File: src/rtl/tbg_pkg.sv
package tbg_pkg;
  localparam int TILE_PX = 8;
  localparam int ROW_W   = 2 * TILE_PX;

  typedef enum logic [1:0] {
    ST_IDLE,
    ST_PRO,
    ST_RUN,
    ST_DRAIN
  } tbg_state_e;
endpackage

File: src/rtl/tbg_seq.sv
module tbg_seq
  import tbg_pkg::*;
#(
  parameter int VIS_W  = 288,
  parameter int VIS_H  = 216,
  parameter int CPP    = 7,
  parameter int LINE_W = 8,
  localparam int PX_W  = $clog2(VIS_W),
  localparam int PH_W  = $clog2(CPP)
) (
  input  logic              clk,
  input  logic              rst_n,
  input  logic              line_start,
  input  logic [LINE_W-1:0] line_y,
  output tbg_state_e        state,
  output logic [PH_W-1:0]   ph,
  output logic [PX_W-1:0]   px,
  output logic [LINE_W-1:0] yl
);
  logic busy;
  assign busy = (state != ST_IDLE);

  always_ff @(posedge clk) begin
    if (!rst_n) begin
      state <= ST_IDLE;
      ph    <= '0;
      px    <= '0;
      yl    <= '0;
    end else begin
      case (state)
        ST_IDLE: begin
          if (line_start && int'(line_y) < VIS_H) begin
            state <= ST_PRO;
            ph    <= '0;
            px    <= '0;
            yl    <= line_y;
          end
        end
        ST_PRO: begin
          if (ph == PH_W'(3)) begin
            state <= ST_RUN;
            ph    <= '0;
          end else begin
            ph <= ph + 1'b1;
          end
        end
        ST_RUN: begin
          if (ph == PH_W'(CPP - 1)) begin
            ph <= '0;
            if (px == PX_W'(VIS_W - 1)) begin
              state <= ST_DRAIN;
              px    <= '0;
            end else begin
              px <= px + 1'b1;
            end
          end else begin
            ph <= ph + 1'b1;
          end
        end
        default: begin
          if (ph == PH_W'(1)) begin
            state <= ST_IDLE;
            ph    <= '0;
          end else begin
            ph <= ph + 1'b1;
          end
        end
      endcase
    end
  end

  // a start pulse during an active line leaves the latched line unchanged
  a_r9_busy_ignore: assert property (@(posedge clk) disable iff (!rst_n)
    (busy && line_start) |=> $stable(yl));

  // an off-screen line number never leaves the idle state
  a_r8_offscreen: assert property (@(posedge clk) disable iff (!rst_n)
    (!busy && line_start && int'(line_y) >= VIS_H) |=> (state == ST_IDLE));

  // the phase counter stays inside one pixel period
  a_r3_ph_range: assert property (@(posedge clk) disable iff (!rst_n)
    int'(ph) < CPP);
endmodule

File: src/rtl/tbg_fetch.sv
module tbg_fetch
  import tbg_pkg::*;
#(
  parameter int VIS_W      = 288,
  parameter int MAP_W      = 36,
  parameter int CPP        = 7,
  parameter int LINE_W     = 8,
  parameter int MA_W       = 11,
  parameter int PAL_SEL_W  = 6,
  parameter int TILE_IDX_W = 10,
  localparam int PX_W      = $clog2(VIS_W),
  localparam int PH_W      = $clog2(CPP),
  localparam int NT        = VIS_W / TILE_PX,
  localparam int ENT_W     = PAL_SEL_W + TILE_IDX_W
) (
  input  logic                    clk,
  input  logic                    rst_n,
  input  tbg_state_e              state,
  input  logic [PH_W-1:0]         ph,
  input  logic [PX_W-1:0]         px,
  input  logic [LINE_W-1:0]       yl,
  input  logic [ENT_W-1:0]        map_rdata,
  input  logic [ROW_W-1:0]        tile_rdata,
  output logic [MA_W-1:0]         map_addr,
  output logic [TILE_IDX_W+2:0]   tile_addr,
  output logic [PAL_SEL_W-1:0]    cur_sel,
  output logic [ROW_W-1:0]        cur_row
);
  logic [PAL_SEL_W-1:0] nxt_sel;
  logic [ROW_W-1:0]     nxt_row;
  logic                 fetch_on;
  logic                 xfer;
  int                   tile_i;
  int                   fidx;

  always_comb begin
    tile_i   = int'(px) >> 3;
    fetch_on = (state == ST_PRO) ||
               (state == ST_RUN && px[2:0] == 3'd0 && tile_i + 1 < NT);
    fidx     = (state == ST_PRO) ? 0 : tile_i + 1;
    map_addr = MA_W'((int'(yl) >> 3) * MAP_W + fidx);
    xfer     = (state == ST_PRO && ph == PH_W'(3)) ||
               (state == ST_RUN && px[2:0] == 3'd7 && ph == PH_W'(CPP - 1));
  end

  assign tile_addr = {map_rdata[TILE_IDX_W-1:0], yl[2:0]};

  always_ff @(posedge clk) begin
    if (!rst_n) begin
      nxt_sel <= '0;
      nxt_row <= '0;
      cur_sel <= '0;
      cur_row <= '0;
    end else begin
      if (fetch_on && ph == PH_W'(1)) nxt_sel <= map_rdata[ENT_W-1:TILE_IDX_W];
      if (fetch_on && ph == PH_W'(2)) nxt_row <= tile_rdata;
      if (xfer) begin
        cur_sel <= nxt_sel;
        cur_row <= nxt_row;
      end
    end
  end

  // the displayed tile row only changes at the end of a tile
  a_r5_row_hold: assert property (@(posedge clk) disable iff (!rst_n)
    (state == ST_RUN && px[2:0] != 3'd7) |=> $stable(cur_row));

  // the palette selector only changes at the end of a tile
  a_r4_sel_hold: assert property (@(posedge clk) disable iff (!rst_n)
    (state == ST_RUN && px[2:0] != 3'd7) |=> $stable(cur_sel));
endmodule

File: src/rtl/tbg_pixel.sv
module tbg_pixel
  import tbg_pkg::*;
#(
  parameter int CPP       = 7,
  parameter int PAL_SEL_W = 6,
  localparam int PH_W     = $clog2(CPP)
) (
  input  logic                   clk,
  input  logic                   rst_n,
  input  tbg_state_e             state,
  input  logic [PH_W-1:0]        ph,
  input  logic [2:0]             sub,
  input  logic [PAL_SEL_W-1:0]   cur_sel,
  input  logic [ROW_W-1:0]       cur_row,
  input  logic [7:0]             pal_rdata,
  output logic [PAL_SEL_W+1:0]   pal_addr,
  output logic [7:0]             out_col,
  output logic                   out_vld
);
  logic [1:0] fld [TILE_PX];

  for (genvar j = 0; j < TILE_PX; j++) begin : g_fld
    assign fld[j] = cur_row[ROW_W-1-2*j -: 2];
  end

  assign pal_addr = {cur_sel, fld[sub]};

  always_ff @(posedge clk) begin
    if (!rst_n) begin
      out_col <= '0;
      out_vld <= 1'b0;
    end else if (ph == PH_W'(1)) begin
      if (state == ST_RUN) begin
        out_col <= pal_rdata;
        out_vld <= 1'b1;
      end else if (state == ST_DRAIN) begin
        out_col <= '0;
        out_vld <= 1'b0;
      end
    end
  end

  // the output byte is held between pixel load points
  a_r3_hold: assert property (@(posedge clk) disable iff (!rst_n)
    (ph != PH_W'(1)) |=> $stable(out_col));

  // a blanked output carries zero
  a_r7_blank_zero: assert property (@(posedge clk) disable iff (!rst_n)
    !out_vld |-> (out_col == 8'h00));

  // nothing is valid while idle or in the line prologue
  a_r7_idle_invalid: assert property (@(posedge clk) disable iff (!rst_n)
    (state == ST_IDLE || state == ST_PRO) |-> !out_vld);
endmodule

File: src/rtl/tile_bg_renderer.sv
module tile_bg_renderer
  import tbg_pkg::*;
#(
  parameter int VIS_W      = 288,
  parameter int VIS_H      = 216,
  parameter int MAP_W      = 36,
  parameter int CPP        = 7,
  parameter int LINE_W     = 8,
  parameter int PAL_SEL_W  = 6,
  parameter int TILE_IDX_W = 10,
  localparam int MAP_ROWS  = (VIS_H + TILE_PX - 1) / TILE_PX,
  localparam int MA_W      = $clog2(MAP_W * MAP_ROWS),
  localparam int PX_W      = $clog2(VIS_W),
  localparam int PH_W      = $clog2(CPP),
  localparam int ENT_W     = PAL_SEL_W + TILE_IDX_W
) (
  input  logic                    clk,
  input  logic                    rst_n,
  input  logic                    line_start,
  input  logic [LINE_W-1:0]       line_y,
  output logic [MA_W-1:0]         map_addr,
  input  logic [ENT_W-1:0]        map_rdata,
  output logic [TILE_IDX_W+2:0]   tile_addr,
  input  logic [ROW_W-1:0]        tile_rdata,
  output logic [PAL_SEL_W+1:0]    pal_addr,
  input  logic [7:0]              pal_rdata,
  output logic [7:0]              pix_col,
  output logic                    pix_vld
);
  tbg_state_e           state;
  logic [PH_W-1:0]      ph;
  logic [PX_W-1:0]      px;
  logic [LINE_W-1:0]    yl;
  logic [PAL_SEL_W-1:0] cur_sel;
  logic [ROW_W-1:0]     cur_row;

  tbg_seq #(
    .VIS_W(VIS_W), .VIS_H(VIS_H), .CPP(CPP), .LINE_W(LINE_W)
  ) u_seq (
    .clk(clk), .rst_n(rst_n), .line_start(line_start), .line_y(line_y),
    .state(state), .ph(ph), .px(px), .yl(yl)
  );

  tbg_fetch #(
    .VIS_W(VIS_W), .MAP_W(MAP_W), .CPP(CPP), .LINE_W(LINE_W), .MA_W(MA_W),
    .PAL_SEL_W(PAL_SEL_W), .TILE_IDX_W(TILE_IDX_W)
  ) u_fetch (
    .clk(clk), .rst_n(rst_n), .state(state), .ph(ph), .px(px), .yl(yl),
    .map_rdata(map_rdata), .tile_rdata(tile_rdata), .map_addr(map_addr),
    .tile_addr(tile_addr), .cur_sel(cur_sel), .cur_row(cur_row)
  );

  tbg_pixel #(
    .CPP(CPP), .PAL_SEL_W(PAL_SEL_W)
  ) u_pixel (
    .clk(clk), .rst_n(rst_n), .state(state), .ph(ph), .sub(px[2:0]),
    .cur_sel(cur_sel), .cur_row(cur_row), .pal_rdata(pal_rdata),
    .pal_addr(pal_addr), .out_col(pix_col), .out_vld(pix_vld)
  );

  // valid only rises when the first pixel of a line is loaded
  a_r2_rise_on_load: assert property (@(posedge clk) disable iff (!rst_n)
    $rose(pix_vld) |-> (state == ST_RUN && px == '0 && ph == PH_W'(2)));
endmodule

File: config.mk
export PLATFORM = sky130hd
export DESIGN_NAME = tile_bg_renderer
export DESIGN_NICKNAME = d
export VERILOG_FILES = /design/src/rtl/tbg_pkg.sv /design/src/rtl/tbg_seq.sv /design/src/rtl/tbg_fetch.sv /design/src/rtl/tbg_pixel.sv /design/src/rtl/tile_bg_renderer.sv
export SDC_FILE = /design/constraint.sdc
export NUM_CORES = 1
export LEC_CHECK = 0
export ABC_AREA = 1
export CAP_MARGIN = 20
export CORE_ASPECT_RATIO = 1.1
export CORE_MARGIN = 1
export CORE_UTILIZATION = 30
export DETAILED_ROUTE_END_ITERATION = 8
export DONT_BUFFER_PORTS = 1
export HOLD_SLACK_MARGIN = 0.03
export PLACE_DENSITY_LB_ADDON = 0.08
export SETUP_SLACK_MARGIN = 0.15
export SLEW_MARGIN = 25
export SYNTH_ARGS = -nofsm -noshare
export SYNTH_HDL_FRONTEND = slang
export SYNTH_SLANG_ARGS = --single-unit
File: constraint.sdc
create_clock -name clk -period 3.3 [get_ports clk]
set_clock_uncertainty 0.15 [all_clocks]
set_input_delay 0.66 -clock clk [delete_from_list [all_inputs] [get_ports clk]]
set_output_delay 0.66 -clock clk [all_outputs]
set_load 0.005 [all_outputs]
==> run_results.csv <==
group,metric,value,unit
run_status,status,"complete, no violations",
layout,multi_input_area,2212,µm²
critical_path,slowest_stage,"fa_2",
cts,cts_tree,"built",
timing,finalHoldViolCount,0,
cts,insertion_delay,0.34,ns
placement,place_ws,0.2312,ns
critical_path,reg2reg_slack,0.74,ns
route,drcViolationCount,0,
pwr,power.density,693.9,nW/µm²
critical_path,r2r_start,"u_seq.state[0]",
critical_path,cp-end-kind,"output port",
layout,final_nets,686,
critical_path,path_class,"flop to output port",
timing,tightest_slew,0.7184,ns
timing,max_slew_margin,0.5211,
synthesis,yosys.area.top_type,"dfxtp_1",
synthesis,seq_area_frac_synth,0.3534,
global_route,grt_pass1_wl,17770,µm
cts,cts_sinks,75,
timing,finalCriticalPeriod,3.130,ns
cts,cts_buffers,9,
floorplan,die_w,115.5,µm
placement,io_buffers,0,
worst_hold_path,hold_class,"flop to flop",
worst_hold_path,hold_start,"u_fetch.nxt_row[0]",
pwr,comb_power_share,0.355,
layout,seq_area,1510,µm²
route,routed_wl,10360,µm
pwr,p_seq_frac,0.335,
cts,cts.path.max_buffers,2,
synthesis,syn-num-nets,695,
critical_path,crit_family,"adder cells",
synthesis,yosys_register_bits,75,
layout,drive_gt1_frac,0.1187,
timing,fin_crit_sh,0.9486,
placement,hpwl,7093,µm
synthesis,ys_warn_count,0,
floorplan,rows,45,
route,ant_nets,0,
route,dr.pass1.iters,4,
critical_path,crit_chain,"ha_4, or2_4, nand2_4, nor2_2, ha_2, inv_2, fa_2, o21ai_2, a21oi_1, nor2_1, xor2_1",
pwr,clkPwrFrac,0.310,
global_route,grt_pass1_vias,3595,
pwr,finalPower,3.351,mW
synthesis,ys_top_cells_by_area,"dfxtp_1 35%, inv_1 9.8%, nand2_1 9.5%",
cts,cts_root_buf,"clkbuf_16",
route,vias_per_cell,4.574,
pwr,power.leakage,2.164,nW
critical_path,critPathMaxFanout,3,
layout,layout_commonest_cell,"inv_1",
layout,fin_util,0.3501,
pwr,power_switching_share,0.3772,
critical_path,crit_arrival,2.32,ns
route,vias,3673,
timing,finalSetupViolCount,0,
global_route,antenna_found_initial,0,
floorplan,fp.coreArea,13790,µm²
timing,setup_slack,0.1697,ns
floorplan,die_h,126.8,µm
layout,syn_to_final_growth,13.66,%
global_route,grt_overflow,0,
global_route,grt_usage,0.1556,
synthesis,synthesis.area,4249,µm²
layout,antenna_cells,0,
global_route,grt_max_degree,61,
pwr,switching_power,1.264,mW
route,drtIter0Drc,207,
critical_path,startpoint,"u_seq.px[4]",
timing,fmax,319.5,MHz
placement,place_congestion,0.8380,
pwr,vdd_ir_drop_max,0.2889,mV
layout,fillers,1494,
layout,mostFrequentLayoutCells,"110 x inv_1, 102 x nand2_1, 68 x dfxtp_1",
critical_path,worst-path-buf-inv,1,
synthesis,avgSynthCellArea,6.864,µm²
run,max_cap_violations,0,
critical_path,cp-start-kind,"flop",
pwr,p_int,2.087,mW
synthesis,synth_top_area_share,0.3534,
floorplan,initial_utilization,0.3080,
floorplan,boundaryPins,91,
critical_path,crit_required,2.49,ns
route,wl_per_cell,12.91,µm
cts,h-tree-depth,3,
cts,clk_pin_slew,0.07,ns
timing,finalSetupTns,0,ns
timing,rsz0062_at_grt,"true",
critical_path,slowest_delay,0.37,ns
synthesis,postSynthCellCount,619,
synthesis,ys_types,33,
timing,drv_slew,0,
floorplan,dieArea,14640,µm²
timing,holdWs,0.2967,ns
## final cells by class
type | count | share of cell area
well taps | 188 | 0.04870
flip-flops and latches | 75 | 0.3127
clock inverters | 6 | 0.01658
inverters | 114 | 0.08860
clock buffers | 10 | 0.04741
repair buffers | 18 | 0.02798
multi-input cells | 392 | 0.4580
## synth_stat cells
master,count
nand3_4,1
nand3_1,23
clkbuf_1,17
o21bai_1,1
a21boi_0,1
nor3_1,1
nor2_2,2
inv_1,111
nand3_2,1
ha_1,23
nand4_1,25
nor3b_1,1
nor2_4,1
o21ai_2,1
nand2_1,107
a21o_1,1
clkinv_1,3
buf_6,3
o211ai_1,9
xor2_1,9
dfxtp_1,75
buf_4,13
a21oi_1,58
nand2_2,1
o22ai_1,5
buf_2,5
xnor2_1,2
or2_1,1
or2_2,1
fa_1,2
nand2_4,1
nor2_1,66
o21ai_0,48
## stage by stage
step | area, µm² | instances
floorplan | 4249 | 619
global placement | 4332 | 778
detailed placement | 4332 | 778
CTS | 4700 | 799
global route | 4830 | 803
finish | 4830 | 803
## per-layer routing
metal	up-vias	wire, µm	GRT usage	share of wire
met1	1673	4887	0.1999	0.47
li1	1932	-	-	-
met4	0	153	0.05882	0.015
met5	-	0	0	0
met3	13	366	0.03774	0.035
met2	55	4957	0.2497	0.48
## state kept, by name, indices dropped and copies added (netlist names)
register         cells
u_pixel.out_vld      1
u_seq.ph             3
u_seq.yl             8
u_seq.state          2
u_fetch.nxt_sel      6
u_fetch.cur_sel      6
u_seq.px             9
u_pixel.out_col      8
u_fetch.nxt_row     16
u_fetch.cur_row     16
## worst paths after layout
kind	to	depth (start not counted)
setup / recovery	map_addr[8]	11
hold reg to reg	u_fetch.cur_row[0]	2
setup reg to reg	u_seq.px[3]	8
hold / removal	u_fetch.cur_row[0]	2
## cell families (layout without fill, tap and decap cells)
logic type,Yosys count,in the layout,synth area share
adders and majority gates,25,25,0.07715
AOI/OAI and AO/OA,124,124,0.1555
DFF,75,75,0.3534
xor gates and xnor gates,11,11,0.02268
and+or+nand+nor,232,232,0.2388
buffers and inverters,152,148,0.1525
## power by group through the flow
stage / registers (mW) / clock network (mW) / logic, mW
2_1_floorplan: 1.10 / 0 / 0.897
3_3_place_gp: 1.13 / 0 / 1.14
3_5_place_dp: 1.14 / 0 / 1.14
4_1_cts: 1.12 / 1.08 / 1.16
5_1_grt: 1.14 / 1.13 / 1.40
6_report: 1.12 / 1.04 / 1.19
## repair_timing
| item | CTS | global route |
|---|---|---|
| hold buffers | 0 | 0 |
| setup buffers | 5 | 4 |
| endpoints found under the setup margin | 4 | 5 |
| resized for setup | 8 | 29 |
| pin swaps | 4 | 16 |
## worst register-to-register path, stage by stage, from the launching register on
cell	delay, ns
dfxtp_1	0.38
inv_1	0.11
ha_1	0.63
nand2_1	0.35
nand3_1	0.35
buf_4	0.21
inv_1	0.11
nand2_1	0.08
a21oi_1	0.06
(Power assumes the default switching activity.)
